--- config.mk ---
export PLATFORM = sky130hd
export DESIGN_NAME = linediff_huff_enc
export DESIGN_NICKNAME = d
export VERILOG_FILES = /design/src/rtl/lde_pkg.sv /design/src/rtl/lde_vlc.sv /design/src/rtl/lde_predict.sv /design/src/rtl/lde_packer.sv /design/src/rtl/linediff_huff_enc.sv
export SDC_FILE = /design/constraint.sdc
export NUM_CORES = 1
export LEC_CHECK = 0
export BUFFER_PORTS_ARGS = -buffer_cell sky130_fd_sc_hd__buf_2
export CAP_MARGIN = 20
export CELL_PAD_IN_SITES_DETAIL_PLACEMENT = 1
export CELL_PAD_IN_SITES_GLOBAL_PLACEMENT = 1
export CORE_MARGIN = 8
export CORE_UTILIZATION = 26
export DETAILED_ROUTE_END_ITERATION = 10
export PLACE_DENSITY_LB_ADDON = 0.1
export RECOVER_POWER = 50
export REMOVE_ABC_BUFFERS = 1
export SLEW_MARGIN = 20
export SYNTH_ARGS = -nofsm -noshare
export SYNTH_HDL_FRONTEND = slang
export SYNTH_SLANG_ARGS = --single-unit
--- constraint.sdc ---
create_clock -name clk -period 12.9 [get_ports clk]
set_clock_uncertainty 0.1 [all_clocks]
set_input_delay 0.645 -clock clk [delete_from_list [all_inputs] [get_ports clk]]
set_output_delay 0.645 -clock clk [all_outputs]
set_load 0.05 [all_outputs]
--- src/rtl/lde_pkg.sv ---
package lde_pkg;
    localparam int PIX_W  = 8;
    localparam int BYTE_W = 8;
    localparam int CODE_W = 2 * PIX_W;
    localparam int BUF_W  = CODE_W + BYTE_W;
    localparam int LEN_W  = $clog2(CODE_W + 1);
    localparam int CNT_W  = $clog2(BUF_W + 1);

    typedef struct packed {
        logic [PIX_W-1:0] prev;
        logic             raw;
    } pred_state_t;

    typedef struct packed {
        logic [BUF_W-1:0] bits;
        logic [CNT_W-1:0] cnt;
        logic             flush;
    } pack_state_t;
endpackage

--- src/rtl/lde_vlc.sv ---
module lde_vlc
    import lde_pkg::*;
(
    input  logic [PIX_W-1:0]  diff_i,
    output logic [CODE_W-1:0] code_o,
    output logic [LEN_W-1:0]  len_o
);
    logic [PIX_W:0]    mag;
    logic [LEN_W-1:0]  cat;
    logic [LEN_W-1:0]  plen;
    logic [PIX_W-1:0]  ext;
    logic [PIX_W-1:0]  ext_m;
    logic [CODE_W-1:0] pre;
    logic [CODE_W-1:0] body;

    always_comb begin
        // magnitude of the signed difference
        mag = diff_i[PIX_W-1] ? ((PIX_W+1)'(1) << PIX_W) - {1'b0, diff_i}
                              : {1'b0, diff_i};
        // category = bit length of the magnitude
        cat = '0;
        for (int i = 0; i <= PIX_W; i++) begin
            if (mag[i]) cat = LEN_W'(i + 1);
        end
        ext   = diff_i[PIX_W-1] ? diff_i - 1'b1 : diff_i;
        ext_m = ext & ~({PIX_W{1'b1}} << cat);
        if (cat == LEN_W'(PIX_W)) begin
            pre  = CODE_W'({PIX_W{1'b1}});
            plen = LEN_W'(PIX_W);
        end else begin
            pre  = ((CODE_W'(1) << cat) - CODE_W'(1)) << 1;
            plen = cat + LEN_W'(1);
        end
        len_o  = plen + cat;
        body   = (pre << cat) | CODE_W'(ext_m);
        code_o = body << (LEN_W'(CODE_W) - len_o);
    end
endmodule

--- src/rtl/lde_predict.sv ---
module lde_predict
    import lde_pkg::*;
(
    input  logic              clk,
    input  logic              rst_n,
    input  logic [PIX_W-1:0]  pix_i,
    input  logic              first_i,
    input  logic              raw_i,
    input  logic              take_i,
    output logic [CODE_W-1:0] code_o,
    output logic [LEN_W-1:0]  len_o
);
    pred_state_t       st_d, st_q;
    logic [PIX_W-1:0]  diff;
    logic [CODE_W-1:0] vcode;
    logic [LEN_W-1:0]  vlen;
    logic              literal;

    assign diff = pix_i - st_q.prev;

    lde_vlc u_vlc (
        .diff_i (diff),
        .code_o (vcode),
        .len_o  (vlen)
    );

    always_comb begin
        literal = first_i || st_q.raw;
        code_o  = literal ? {pix_i, {(CODE_W-PIX_W){1'b0}}} : vcode;
        len_o   = literal ? LEN_W'(PIX_W) : vlen;
        st_d    = st_q;
        if (take_i) begin
            st_d.prev = pix_i;
            if (first_i) st_d.raw = raw_i;
        end
    end

    always_ff @(posedge clk) begin
        if (!rst_n) st_q <= '0;
        else        st_q <= st_d;
    end
endmodule

--- src/rtl/lde_packer.sv ---
module lde_packer
    import lde_pkg::*;
(
    input  logic              clk,
    input  logic              rst_n,
    input  logic              push_i,
    input  logic              last_i,
    input  logic [CODE_W-1:0] code_i,
    input  logic [LEN_W-1:0]  len_i,
    output logic              room_o,
    output logic [BYTE_W-1:0] byte_o,
    output logic              valid_o,
    input  logic              ready_i,
    output logic [CNT_W-1:0]  fill_o
);
    pack_state_t st_d, st_q;
    logic        pop;

    assign valid_o = (st_q.cnt >= CNT_W'(BYTE_W)) || (st_q.flush && st_q.cnt != '0);
    assign room_o  = (st_q.cnt <= CNT_W'(BUF_W - CODE_W)) && !st_q.flush;
    assign byte_o  = st_q.bits[BUF_W-1 -: BYTE_W];
    assign fill_o  = st_q.cnt;
    assign pop     = valid_o && ready_i;

    always_comb begin
        st_d = st_q;
        if (pop) begin
            st_d.bits = st_q.bits << BYTE_W;
            st_d.cnt  = (st_q.cnt > CNT_W'(BYTE_W)) ? st_q.cnt - CNT_W'(BYTE_W) : '0;
            if (st_q.flush && st_q.cnt <= CNT_W'(BYTE_W)) st_d.flush = 1'b0;
        end
        if (push_i) begin
            st_d.bits = st_d.bits | ({code_i, {(BUF_W-CODE_W){1'b0}}} >> st_d.cnt);
            st_d.cnt  = st_d.cnt + CNT_W'(len_i);
            if (last_i) st_d.flush = 1'b1;
        end
    end

    always_ff @(posedge clk) begin
        if (!rst_n) st_q <= '0;
        else        st_q <= st_d;
    end
endmodule

--- src/rtl/linediff_huff_enc.sv ---
module linediff_huff_enc
    import lde_pkg::*;
(
    input  logic              clk,
    input  logic              rst_n,
    input  logic              pix_valid_i,
    output logic              pix_ready_o,
    input  logic [PIX_W-1:0]  pix_data_i,
    input  logic              pix_first_i,
    input  logic              pix_last_i,
    input  logic              raw_mode_i,
    output logic              byte_valid_o,
    input  logic              byte_ready_i,
    output logic [BYTE_W-1:0] byte_data_o
);
    logic              take;
    logic              room;
    logic [CODE_W-1:0] code;
    logic [LEN_W-1:0]  len;
    logic [CNT_W-1:0]  fill_cnt;

    assign pix_ready_o = room;
    assign take        = pix_valid_i && room;

    lde_predict u_predict (
        .clk     (clk),
        .rst_n   (rst_n),
        .pix_i   (pix_data_i),
        .first_i (pix_first_i),
        .raw_i   (raw_mode_i),
        .take_i  (take),
        .code_o  (code),
        .len_o   (len)
    );

    lde_packer u_packer (
        .clk     (clk),
        .rst_n   (rst_n),
        .push_i  (take),
        .last_i  (pix_last_i),
        .code_i  (code),
        .len_i   (len),
        .room_o  (room),
        .byte_o  (byte_data_o),
        .valid_o (byte_valid_o),
        .ready_i (byte_ready_i),
        .fill_o  (fill_cnt)
    );
endmodule

== After elaboration in Yosys (flattened, before gate mapping) ==
Cells that the tools add are included.
W data, S select, Z words.
Cells by class
  add/sub/neg operators: 9
  order comparisons: 3
  equal/unequal tests: 1
  shifts and indexed selects: 5
  multiplexer cells: 20
  bitwise gates (word level): 4
  reduce and logical (&&, ||, !) cells: 10
Operators by type and width (count)
  $mux W30: 2
  $mux W5: 10
  $mux W16: 2
  $shl A16 B5 Y16: 2
  $or A24 B24 Y24: 1
  $shr A24 B5 Y24: 1
  $or A16 B8 Y16: 1
  $shl A1 B5 Y15 const A: 1
  $sub A15 B2 Y15 const B: 1
  $add A5 B5 Y5: 2
  $mux W9: 1
  $sub A9 B8 Y9 const A: 1
  $and A8 B8 Y8: 1
  $mux W8: 1
  $not A8 Y8: 1
  $shl A8 B5 Y8 const A: 1
  $sub A8 B1 Y8 const B: 1
  $sub A8 B8 Y8: 1
  $add A5 B1 Y5 const B: 1
  $eq A5 B4 Y1 const B: 1
  $ge A5 B4 Y1 const B: 1
  $gt A5 B4 Y1 const B: 1
  $le A5 B4 Y1 const B: 1
  $logic_and A1 B1 Y1: 5
  other kinds (8): 11
Word-level totals
  register bits: 39
  input port bits: 15
  output and inout port bits: 10
  logic and storage cells: 57

== Longest topological paths before layout ==
Gate-level depths: netlist of the first run.
  depth in word-level cells: 22
  depth in mapped cells: 30
  gate-level depth less buffers: 26

== Modules after synthesis ==
Synthesis of the first run repeated with hierarchy kept, for this count alone.
Second synthesis, totals
  cell total of the unflattened synthesis: 770
  area, all modules: 5512.8 um2
Modules (own cells, without submodules)
  lde_packer: times used 1, cells an instance 365, area an instance 2675.1 um2, sequential area each 600.6 um2
  lde_vlc: times used 1, cells an instance 306, area an instance 1984.4 um2, sequential area each 0.0 um2
  lde_predict: times used 1, cells an instance 98, area an instance 847.1 um2, sequential area each 180.2 um2
  linediff_huff_enc: times used 1, cells an instance 1, area an instance 6.3 um2, sequential area each 0.0 um2

== Least setup slack after synthesis of the first run ==
OpenSTA, ideal clock, no wires.
  kind: input port to flip-flop
  from: in pix_data_i[0]
  to: reg u_packer.st_q[11] (netlist bit)
  library setup time: 0.128 ns
  arrival: 5.924 ns
  data required time: 12.672 ns
  slack: 6.749 ns
  stages on the path: 27
  buffers on the path: 3
  cell sequence: inv_1 > ha_1 > inv_1 > fa_1 > inv_1 > ha_1 > clkbuf_1 > inv_1 > xnor2_1 > or3_4 > o221a_4 > nor3_2 > clkbuf_1 > nor2_1 > ha_1 > nor2_1 > mux2_2 > or2_1 > buf_2 > a2111oi_0 > a21oi_1 > a41oi_1 > o311ai_1 > a22oi_2 > a21oi_2 > a221oi_1 > a21oi_1
Between the ends
  cells in the longest elaborated chain, start to end: 22
  elaborated cells on any way between the ends: 32
  those cells by class: add/sub (7); eq/ne (1); shift (5); mux (15); bitwise (4)
RTL lines
  start, declared: line linediff_huff_enc.sv:8  | input logic [PIX_W-1:0] pix_data_i,
  parallel branches: the longest is 18 deep, another holds $sub A9 B8 Y9
  $mux W16 *: line lde_predict.sv:29  | code_o = literal ? {pix_i, {(CODE_W-PIX_W){1'b0}}} : vcode;
  $shr A24 B5 Y24 *: line lde_packer.sv:33  | st_d.bits = st_d.bits | ({code_i, {(BUF_W-CODE_W){1'b0}}} >> st_d.cnt);
  $or A24 B24 Y24 *: line lde_packer.sv:33
  $mux W30 *: line lde_packer.sv:32  | if (push_i) begin
  end signal, assigned: line lde_packer.sv:41  | else st_q <= st_d;
  end, declared: line lde_packer.sv:16  | pack_state_t st_d, st_q;
Mark *: on every way between the ends.
A chain may end at the register's enable or synchronous reset.

== Worst setup path after layout of the first run ==
  from: in pix_data_i[0]
  to: reg u_packer.st_q[18] (netlist bit)
Same word-level chain as after synthesis.

==> metrics.cfg, run 1 <==
[status]
status=finished, violations left
violations=max-capacitance violations, max-slew violations

[cts]
h-tree-depth=2
hold_buffers=0
worstSkewPairLatency_ns=0.29
cts_tree=built
cts-root-buf=clkbuf_16
numClockSinks=39
path_clk_slew_ns=0.06
cts_buffer_depth=2
post-cts-setup-buffers=0
cts_buffers=5
cts-resized-gates=0

[floorplan]
io_pins=25
core_area_um2=20900
start_util=0.263
die_y_um=161
rows=53
dieArea_um2=26100
die_w_um=161

[setup_path]
crit_path_start=pix_data_i[0]
r2r-start=u_predict.st_q[1]
critPathArrivalTime_ns=7.90
critPathMaxFanout=18
critPathCaptureType=flop
critPathRequiredTime_ns=12.96
crit_type=primary input to flop
start_kind=primary input

[yosys]
synth_top_area_cell=dfxtp_1
syn-instance-count=808
yosysSeqAreaShare=0.142
ys_ff_latch=39
yosys.cell_types.count=85
yosys_warnings=0
postSynthAreaPerCell_um2=6.81
synth-async-reset-ratio=0
synth_top_area_share=0.142
synth_edf_count=0
syn-cell-area_um2=5500
synthFlopType=dfxtp_1
synth.area.top_cells=dfxtp_1 14%, nand2_1 7.6%, a21oi_1 6.1%, nor2_1 5.5%, ha_1 5.0%

[final_layout]
nNetsFinal=823
diodes=0
nFillCells=2634
multi_input_area_um2=4290
regArea_um2=781
final_common_cell=nand2_1
final_cell_mix=111 x nand2_1, 81 x nor2_1, 67 x a21oi_1, 42 x o21ai_0, 39 x dfxtp_1
area_delta_synth_final_pct=6.28
utilization=0.280
drive_above_1_share=0.0904

[placed_design]
hpwl_mm=17.7
place.port_buffers=24
gp_congestion=0.883

[routing]
wl_mm=23.5
drt_pass1_iterations=5
route.detailed.drc=0
drtIter0Drc=412
routedWlPerCell_um=22.1
num_vias=6179
ant_nets=0
vias_per_cell=5.83

[job]
drv_cap=1

[worst_hold_path]
worstHoldStart=u_predict.st_q[6]
min_path_type=flop to flop

[power]
max-vdd-ir-drop_mv=0.108
leakagePower_nw=2.17
power_per_cell_area_nw_per_um2=314

[sta]
finalSetupTns_ns=0
rsz0062_at_grt=false
max_freq_ghz=0.128
relSlewSlack=-0.0112
final-setup-viol-count=0
finalMaxSlewViolations=25
min_period_ns=7.84
hold_viol=0
timing.final.crit_share=0.608
max_slew.worst_pin.slew_ns=1.52

[global_route]
grt-ovfl-total=0
grt_max_degree=31
antenna_found_initial=0
grt_pass1_vias=6359
grt_usage=0.177
grt_pass1_wl_mm=37.5

[registers in the layout, summed over array words and instances (netlist names)]
| signal | flops |
|---|---|
| u_predict.st_q | 9 |
| u_packer.st_q | 17 |
| u_packer.byte_o | 8 |
| u_packer.fill_o | 5 |
[logic make-up (layout without fill, tap and decap cells)]
family | count (synthesis) | in the layout | share of synthesized area
AO/OA/AOI/OAI | 281 | 281 | 0.356
multiplexers | 32 | 32 | 0.0637
XOR/XNOR | 22 | 22 | 0.0378
buffers and inverters | 93 | 70 | 0.0776
flip-flops | 39 | 39 | 0.142
AND/OR/NAND/NOR | 317 | 317 | 0.265
adder cells (fa/ha/maj) | 24 | 24 | 0.0573
[path summary, 6_finish.rpt]
kind	end	slack [ns]	cells past startpoint
worst min register to register	u_predict.st_q[6]	0.37	2
worst max-delay path	u_packer.st_q[18]	5.06	25
worst max register to register	u_packer.st_q[18]	5.33	23
worst min-delay path	u_predict.st_q[6]	0.37	2
[critical path: stages]
cell and delay, ns:
clkbuf_1 0.14, inv_1 0.12, ha_1 0.22, inv_1 0.07, fa_1 0.47, nor2b_1 0.38
nand2_1 0.27, a2111o_1 0.56, nor3_4 0.14, clkbuf_1 0.88, inv_1 0.15, o21ai_0 0.44
nor2_1 0.24, ha_1 0.42, nor2_1 0.06, mux2_2 0.29, or2_1 0.38, nor2_1 0.46
o311ai_0 0.29, a21oi_1 0.26, a211oi_2 0.08, a21oi_1 0.40, mux2i_1 0.18, a31oi_1 0.23
o21ai_1 0.09
[power by group]
group / switching (mW) / internal [mW]
clock: 0.0532 / 0.0717
combinational: 1.07 / 0.467
sequential: 0.0170 / 0.152
[metrics by stage]
stage,area [um^2],hold slack [ns],total power [mW],setup WS [ns],instances
final,5850,0.371,1.83,5.06,1060
after global routing,5850,0.396,1.99,4.55,1060
after CTS,5860,0.373,1.83,5.22,1060
after detailed placement,5730,0.365,1.70,4.93,1052
after global placement,5730,0.354,1.69,4.90,1052
after floorplan,5170,0.336,1.23,6.30,741
[synthesized netlist by cell type, drive strengths merged (4+ instances only)]
library cell / number
o22ai: 9
o31a: 4
or2: 6
buf: 27
a21oi: 71
nand2: 111
and2: 14
nand2b: 5
o311ai: 9
nor3: 28
a311oi: 5
inv: 26
nor4: 5
o21bai: 4
a211oi: 22
o2111ai: 5
xnor2: 16
nand4: 9
o221ai: 6
mux2i: 24
nor2: 83
nor2b: 6
a2111oi: 4
a22oi: 4
o211ai: 13
a21o: 7
or3: 9
a21boi: 11
dfxtp: 39
a221oi: 4
o31ai: 8
nand3: 32
ha: 22
mux2: 8
and3: 4
o21ai: 51
a41oi: 4
a31oi: 16
xor2: 6
clkbuf: 40
[metal layers]
layer | track usage | wire (um) | vias up | part of all wire
li1 | - | - | 2931 | -
met1 | 0.229 | 10600 | 3054 | 0.45
met2 | 0.305 | 11500 | 160 | 0.49
met3 | 0.0148 | 824 | 34 | 0.035
met4 | 0.0577 | 588 | 0 | 0.025
met5 | 0 | 0 | - | 0
[final cells by class]
class	instances	area share
Clock buffer	7	0.0227
Clock inverter	1	0.000856
Inverter	26	0.0167
Multi-Input combinational cell	676	0.734
Sequential cell	39	0.134
Tap cell	275	0.0589
Timing Repair Buffer	36	0.0330
Power figures use the tool's default switching activity.
==> run 2: changes to the inputs <==
==> constraint.sdc (replaced) <==
create_clock -name clk -period 7.32 [get_ports clk]
set_clock_uncertainty 0.1 [all_clocks]
set_input_delay 0.366 -clock clk [delete_from_list [all_inputs] [get_ports clk]]
set_output_delay 0.366 -clock clk [all_outputs]
set_load 0.05 [all_outputs]
==> run 2 against run 1 <==
  * The run still ends with max-capacitance violations, max-slew violations left
  * Wire length down 1.0%
  * Design area increased by 1.7%
  * First-iteration DRC count down 17%
  * Via count shrank 0.39%
  * Final cell count rose by 0.85%
  * Setup slack worse by 4.5 ns
  * Critical path depth did not move
  * Sequential share of layout area down 0.22 points
  * Total power is 80% higher
  * Global-route usage shrank 0.55 points
  * Count of clock-buffer cells in the layout fell by 1
  * Non-clock buffer count rose by 10
  * Critical endpoint is now u_packer.st_q[11]
  * Highest routed layer unchanged
==> metrics.cfg, run 2 (same netlist as run 1, synthesis figures left out) <==
[status]
status=finished, violations left  ; unchanged
violations=max-capacitance violations, max-slew violations  ; unchanged

[floorplan]
core_area_um2=20900  ; unchanged
die_w_um=161  ; unchanged
rows=53  ; unchanged
die_y_um=161  ; unchanged
dieArea_um2=26100  ; unchanged
io_pins=25  ; unchanged
start_util=0.263  ; unchanged

[setup_path]
critPathArrivalTime_ns=6.86  ; was 7.90 ns
critPathRequiredTime_ns=7.38  ; was 12.96 ns
critPathMaxFanout=12  ; was 18
start_kind=flop  ; was primary input
crit_top_cell=a21oi_1
slowest_stage=a21oi_1  ; was clkbuf_1
cpPeakStageDelay_ns=0.71  ; was 0.88 ns
critPathCaptureType=flop  ; unchanged
crit_type=flop to flop  ; was primary input to flop

[global_route]
grt_usage=0.172  ; was 0.177
antenna_found_initial=0  ; unchanged
grt_pass1_wl_mm=36.3  ; was 37.5 mm
grt-ovfl-total=0  ; unchanged
grt_pass1_vias=6262  ; was 6359
grt_max_degree=31  ; unchanged

[cts]
post-cts-setup-buffers=0  ; unchanged
cts_buffers=5  ; unchanged
cts-resized-gates=0  ; unchanged
worstSkewPairLatency_ns=0.28  ; was 0.29 ns
path_clk_slew_ns=0.06  ; about the same
h-tree-depth=2  ; unchanged
cts_buffer_depth=2  ; unchanged
hold_buffers=0  ; unchanged
cts-root-buf=clkbuf_16  ; unchanged
cts_tree=built  ; unchanged
numClockSinks=39  ; unchanged

[final_layout]
nNetsFinal=833  ; was 823
final_common_cell=nand2_1  ; unchanged
area_delta_synth_final_pct=8.05  ; was 6.28%
largest_reg_flops=17  ; unchanged
fin_cells=1069  ; was 1060
nFillCells=2636  ; was 2634
utilization=0.285  ; was 0.280
final_cell_mix=111 x nand2_1, 81 x nor2_1, 66 x a21oi_1, 41 x o21ai_0, 39 x dfxtp_1  ; was 111 x nand2_1, 81 x nor2_1, 67 x a21oi_1, 42 x o21ai_0, 39 x dfxtp_1
diodes=0  ; unchanged
drive_above_1_share=0.106  ; was 0.0904
largest_register=u_packer.st_q  ; unchanged

[sta]
setup_slack_ns=0.523  ; was 5.06 ns
finalMaxSlewViolations=25  ; unchanged
relSlewSlack=-0.0258  ; was -0.0112
final-setup-viol-count=0  ; unchanged
hold_viol=0  ; unchanged
finalSetupTns_ns=0  ; unchanged
min_period_ns=6.80
whs_ns=0.247  ; was 0.371 ns
rsz0062_at_grt=false  ; unchanged
max_slew.worst_pin.slew_ns=1.54  ; was 1.52 ns
timing.final.crit_share=0.929
max_freq_ghz=0.147

[placed_design]
dp.cells=1062  ; was 1052
pre_cts_slack_ns=0.351  ; was 4.93 ns
place.port_buffers=24  ; unchanged
hpwl_mm=18.0  ; was 17.7 mm
gp_congestion=0.908  ; was 0.883

[power]
max-vdd-ir-drop_mv=0.189  ; was 0.108 mV
switching_power_mw=2.03  ; was 1.14 mW
power_per_cell_area_nw_per_um2=557  ; was 314 nW/um^2
leakagePower_nw=2.23  ; was 2.17 nW
pwr-share-clk=0.067  ; was 0.068
seq_power_share=0.090  ; was 0.092
swShare=0.615  ; was 0.624
combPwrFrac=0.843  ; was 0.840
internal_power_mw=1.27  ; was 0.690 mW

[routing]
vias_per_cell=5.76  ; was 5.83
wl_mm=23.2  ; was 23.5 mm
route.detailed.drc=0  ; unchanged
routedWlPerCell_um=21.7  ; was 22.1 um
drt_pass1_iterations=4  ; was 5
num_vias=6155  ; was 6179
ant_nets=0  ; unchanged
drtIter0Drc=343  ; was 412

[job]
drv_cap=1  ; unchanged

[worst_hold_path]
min_path_type=primary input to flop  ; was flop to flop

run 2: path summary, 6_finish.rpt:
| check | startpoint | end | slack [ns] | cells after the start |
|---|---|---|---|---|
| min reg2reg | u_predict.st_q[6] | u_predict.st_q[6] | 0.37 | 2 |
| max | u_predict.st_q[1] | u_packer.st_q[11] | 0.52 | 25 |
| max reg2reg | u_predict.st_q[1] | u_packer.st_q[11] | 0.52 | 25 |
| min | raw_mode_i | u_predict.st_q[0] | 0.25 | 3 |
run 2: routing by layer:
metal / share of wire / track usage / vias up
met3: 0.031 / 0.0193 / 19
met2: 0.49 / 0.312 / 137
met5: 0 / 0 / -
li1: - / - / 2943
met4: 0.013 / 0.0324 / 0
met1: 0.46 / 0.215 / 3056
run 2: layout make-up:
type	count	area, um^2	area share
clock inverter	1	5.00	0.000842
clock buffer	6	139	0.0234
multi-input combinational	676	4290	0.722
inverter	26	97.6	0.0164
sequential	39	781	0.131
timing repair buffer	46	285	0.0480
tap	275	344	0.0579
run 2: stage by stage:
step                      power, mW  instance area (um^2)
after detailed placement       3.06                  5810
after global placement         3.04                  5810
final                          3.31                  5940
after CTS                      3.30                  5960
after global routing           3.58                  5940
after floorplan                2.16                  5170
run 2: power by group through the flow:
| stage | clock [mW] | sequential, mW | combinational, mW |
|---|---|---|---|
| 2_1_floorplan | 0 | 0.362 | 1.80 |
| 3_3_place_gp | 0 | 0.299 | 2.74 |
| 3_5_place_dp | 0 | 0.302 | 2.76 |
| 4_1_cts | 0.228 | 0.298 | 2.78 |
| 5_1_grt | 0.236 | 0.306 | 3.04 |
| 6_report | 0.222 | 0.297 | 2.79 |
run 2: worst max-delay path: cells and delay by family (launching register included):
kind	cells	cell delay (ns)
AOI/OAI and AO/OA	13	3.86
xor gates and xnor gates	1	0.15
adders and majority gates	3	0.80
buffers and inverters	3	0.44
DFF	1	0.38
muxes	1	0.29
and+or+nand+nor	4	0.65
==> run 3: changes to the inputs <==
--- a/config.mk
+++ b/config.mk
@@ -10,7 +10,7 @@
 export CELL_PAD_IN_SITES_DETAIL_PLACEMENT = 1
 export CELL_PAD_IN_SITES_GLOBAL_PLACEMENT = 1
 export CORE_MARGIN = 8
-export CORE_UTILIZATION = 26
+export CORE_UTILIZATION = 46
 export DETAILED_ROUTE_END_ITERATION = 10
 export PLACE_DENSITY_LB_ADDON = 0.1
 export RECOVER_POWER = 50
==> run 3 against run 2 <==
  * Utilization grew 21 points
  * Clock power grew 15%
  * Global-route usage grew 9.3 points
  * The flow now finishes without violations
  * Sequential share of layout area grew 0.30 points
  * Final cell count shrank 12%
  * Count of clock-buffer cells in the layout is the same
  * Sequential power is essentially flat
  * First-iteration DRC count grew 50%
  * Register-to-register slack gained 0.06 ns
==> metrics.cfg, run 3 (same netlist as run 1, synthesis figures left out) <==
[job]
drv_cap=0  ; was 1

[floorplan]
die_w_um=125  ; was 161 um
core_area_um2=11900  ; was 20900 um^2
start_util=0.464  ; was 0.263
dieArea_um2=15700  ; was 26100 um^2
io_pins=25  ; unchanged
die_y_um=125  ; was 161 um
rows=40  ; was 53

[global_route]
antenna_found_initial=0  ; unchanged
grt_pass1_vias=6445  ; was 6262
grt_pass1_wl_mm=34.3  ; was 36.3 mm
grt_usage=0.265  ; was 0.172
grt-ovfl-total=0  ; unchanged
grt_max_degree=31  ; unchanged

[final_layout]
diodes=0  ; unchanged
nFillCells=1588  ; was 2636
final_cell_area_um2=5810  ; was 5940 um^2
largest_register=u_packer.st_q  ; unchanged
final_common_cell=nand2_1  ; unchanged
largest_reg_flops=17  ; unchanged
drive_above_1_share=0.108  ; was 0.106
multi_input_area_um2=4310  ; was 4290 um^2
regArea_um2=781  ; unchanged
area_delta_synth_final_pct=5.62  ; was 8.05%
final_cell_mix=111 x nand2_1, 81 x nor2_1, 67 x a21oi_1, 41 x o21ai_0, 39 x dfxtp_1  ; was 111 x nand2_1, 81 x nor2_1, 66 x a21oi_1, 41 x o21ai_0, 39 x dfxtp_1
nNetsFinal=832  ; was 833

[cts]
cts_tree=built  ; unchanged
numClockSinks=39  ; unchanged
cts_buffers=5  ; unchanged
worstSkewPairLatency_ns=0.29  ; was 0.28 ns
path_clk_slew_ns=0.06  ; about the same
post-cts-setup-buffers=0  ; unchanged
cts-root-buf=clkbuf_16  ; unchanged
cts_buffer_depth=2  ; unchanged
h-tree-depth=2  ; unchanged

[sta]
setup_slack_ns=0.586  ; was 0.523 ns
finalMaxSlewViolations=0  ; was 25
max_slew.worst_pin.slew_ns=1.37  ; was 1.54 ns
max_freq_ghz=0.149  ; was 0.147 GHz
rsz0062_at_grt=false  ; unchanged
min_period_ns=6.73  ; was 6.80 ns
finalSetupTns_ns=0  ; unchanged
timing.final.crit_share=0.920  ; was 0.929
final-setup-viol-count=0  ; unchanged
hold_viol=0  ; unchanged
relSlewSlack=0.0843  ; was -0.0258

[power]
leakagePower_nw=2.25  ; was 2.23 nW
power_per_cell_area_nw_per_um2=566  ; was 557 nW/um^2
max-vdd-ir-drop_mv=0.204  ; was 0.189 mV

[routing]
vias_per_cell=6.75  ; was 5.76
routedWlPerCell_um=22.6  ; was 21.7 um
route.detailed.drc=0  ; unchanged
drtIter0Drc=513  ; was 343
wl_mm=21.2  ; was 23.2 mm
ant_nets=0  ; unchanged
num_vias=6352  ; was 6155
drt_pass1_iterations=5  ; was 4

[placed_design]
pre_cts_slack_ns=0.448  ; was 0.351 ns
placed_area_um2=5630  ; was 5810 um^2
hpwl_mm=16.2  ; was 18.0 mm
gp_congestion=0.994  ; was 0.908
place.port_buffers=24  ; unchanged

[setup_path]
crit_type=flop to flop  ; unchanged
start_kind=flop  ; unchanged
rrSetupSlack_ns=0.59  ; was 0.52 ns
critPathMaxFanout=11  ; was 12
crit_path_start=u_predict.st_q[1]  ; unchanged
critPathCaptureType=flop  ; unchanged
r2r-start=u_predict.st_q[1]  ; unchanged
critPathArrivalTime_ns=6.79  ; was 6.86 ns
rr_endpoint=u_packer.st_q[12]  ; was u_packer.st_q[11]
critPathRequiredTime_ns=7.38  ; about the same
endpoint=u_packer.st_q[12]  ; was u_packer.st_q[11]
r2r_cells=23  ; was 25

[worst_hold_path]
min_path_type=primary input to flop  ; unchanged
worstHoldStart=raw_mode_i  ; unchanged

[status]
status=complete, no violations  ; was finished, violations left

## run 3: what timing repair did
action                     CTS  global route
setup endpoints to repair    0             1
hold buffers                 0             0
gates resized for setup      0             1
## run 3: stage by stage
stage               power (mW)   util  hold WS (ns)  instances
detailed placement        2.94  0.475         0.356        933
finish                    3.29  0.490         0.245        941
global route              3.49  0.490         0.279        941
CTS                       3.22  0.490         0.252        941
floorplan                 2.16      -         0.336        741
global placement          2.90  0.475         0.352        933
## run 3: area by class of cell
class	instances	area share
multi-input combinational	676	0.742
sequential	39	0.134
timing repair buffer	45	0.0457
tap	147	0.0317
clock buffer	6	0.0239
inverter	26	0.0168
clock inverter	2	0.00603
## run 3: worst min path at each step
stage                              to  slack, ns  cells after the start
floorplan           u_packer.st_q[13]       0.34                      2
global placement    u_predict.st_q[3]       0.35                      2
detailed placement  u_packer.st_q[13]       0.36                      2
CTS                 u_predict.st_q[0]       0.25                      3
global route        u_predict.st_q[8]       0.28                      3
finish              u_predict.st_q[0]       0.24                      3
## run 3: report_power, final
| part | internal [mW] | total, mW | switching [mW] |
|---|---|---|---|
| clock | 0.169 | 0.255 | 0.0855 |
| combinational | 0.862 | 2.74 | 1.88 |
| sequential | 0.267 | 0.297 | 0.0296 |
| total | 1.30 | 3.29 | 1.99 |
## run 3: per-layer routing
metal,routed length [um],global-route usage,part of all wire
met5,0,0,0
met4,1170,0.163,0.055
met3,965,0.0293,0.045
met2,10200,0.449,0.48
met1,8920,0.316,0.42
## run 3: critical path: stages (launching register included)
cell       delay, ns
dfxtp_1         0.39
ha_1            0.18
inv_1           0.05
fa_1            0.41
a211oi_2        0.32
nor2_2          0.12
xnor2_2         0.42
nand3_1         0.37
and4_1          0.32
a211o_1         0.31
nor3_2          0.52
nor2_1          0.16
ha_1            0.36
nor2_1          0.06
mux2_2          0.30
or2_1           0.37
a2111oi_0       0.45
a21oi_1         0.13
a41oi_1         0.17
o311ai_1        0.20
a21oi_1         0.41
nor2_1          0.13
a211oi_1        0.26
a21oi_1         0.10
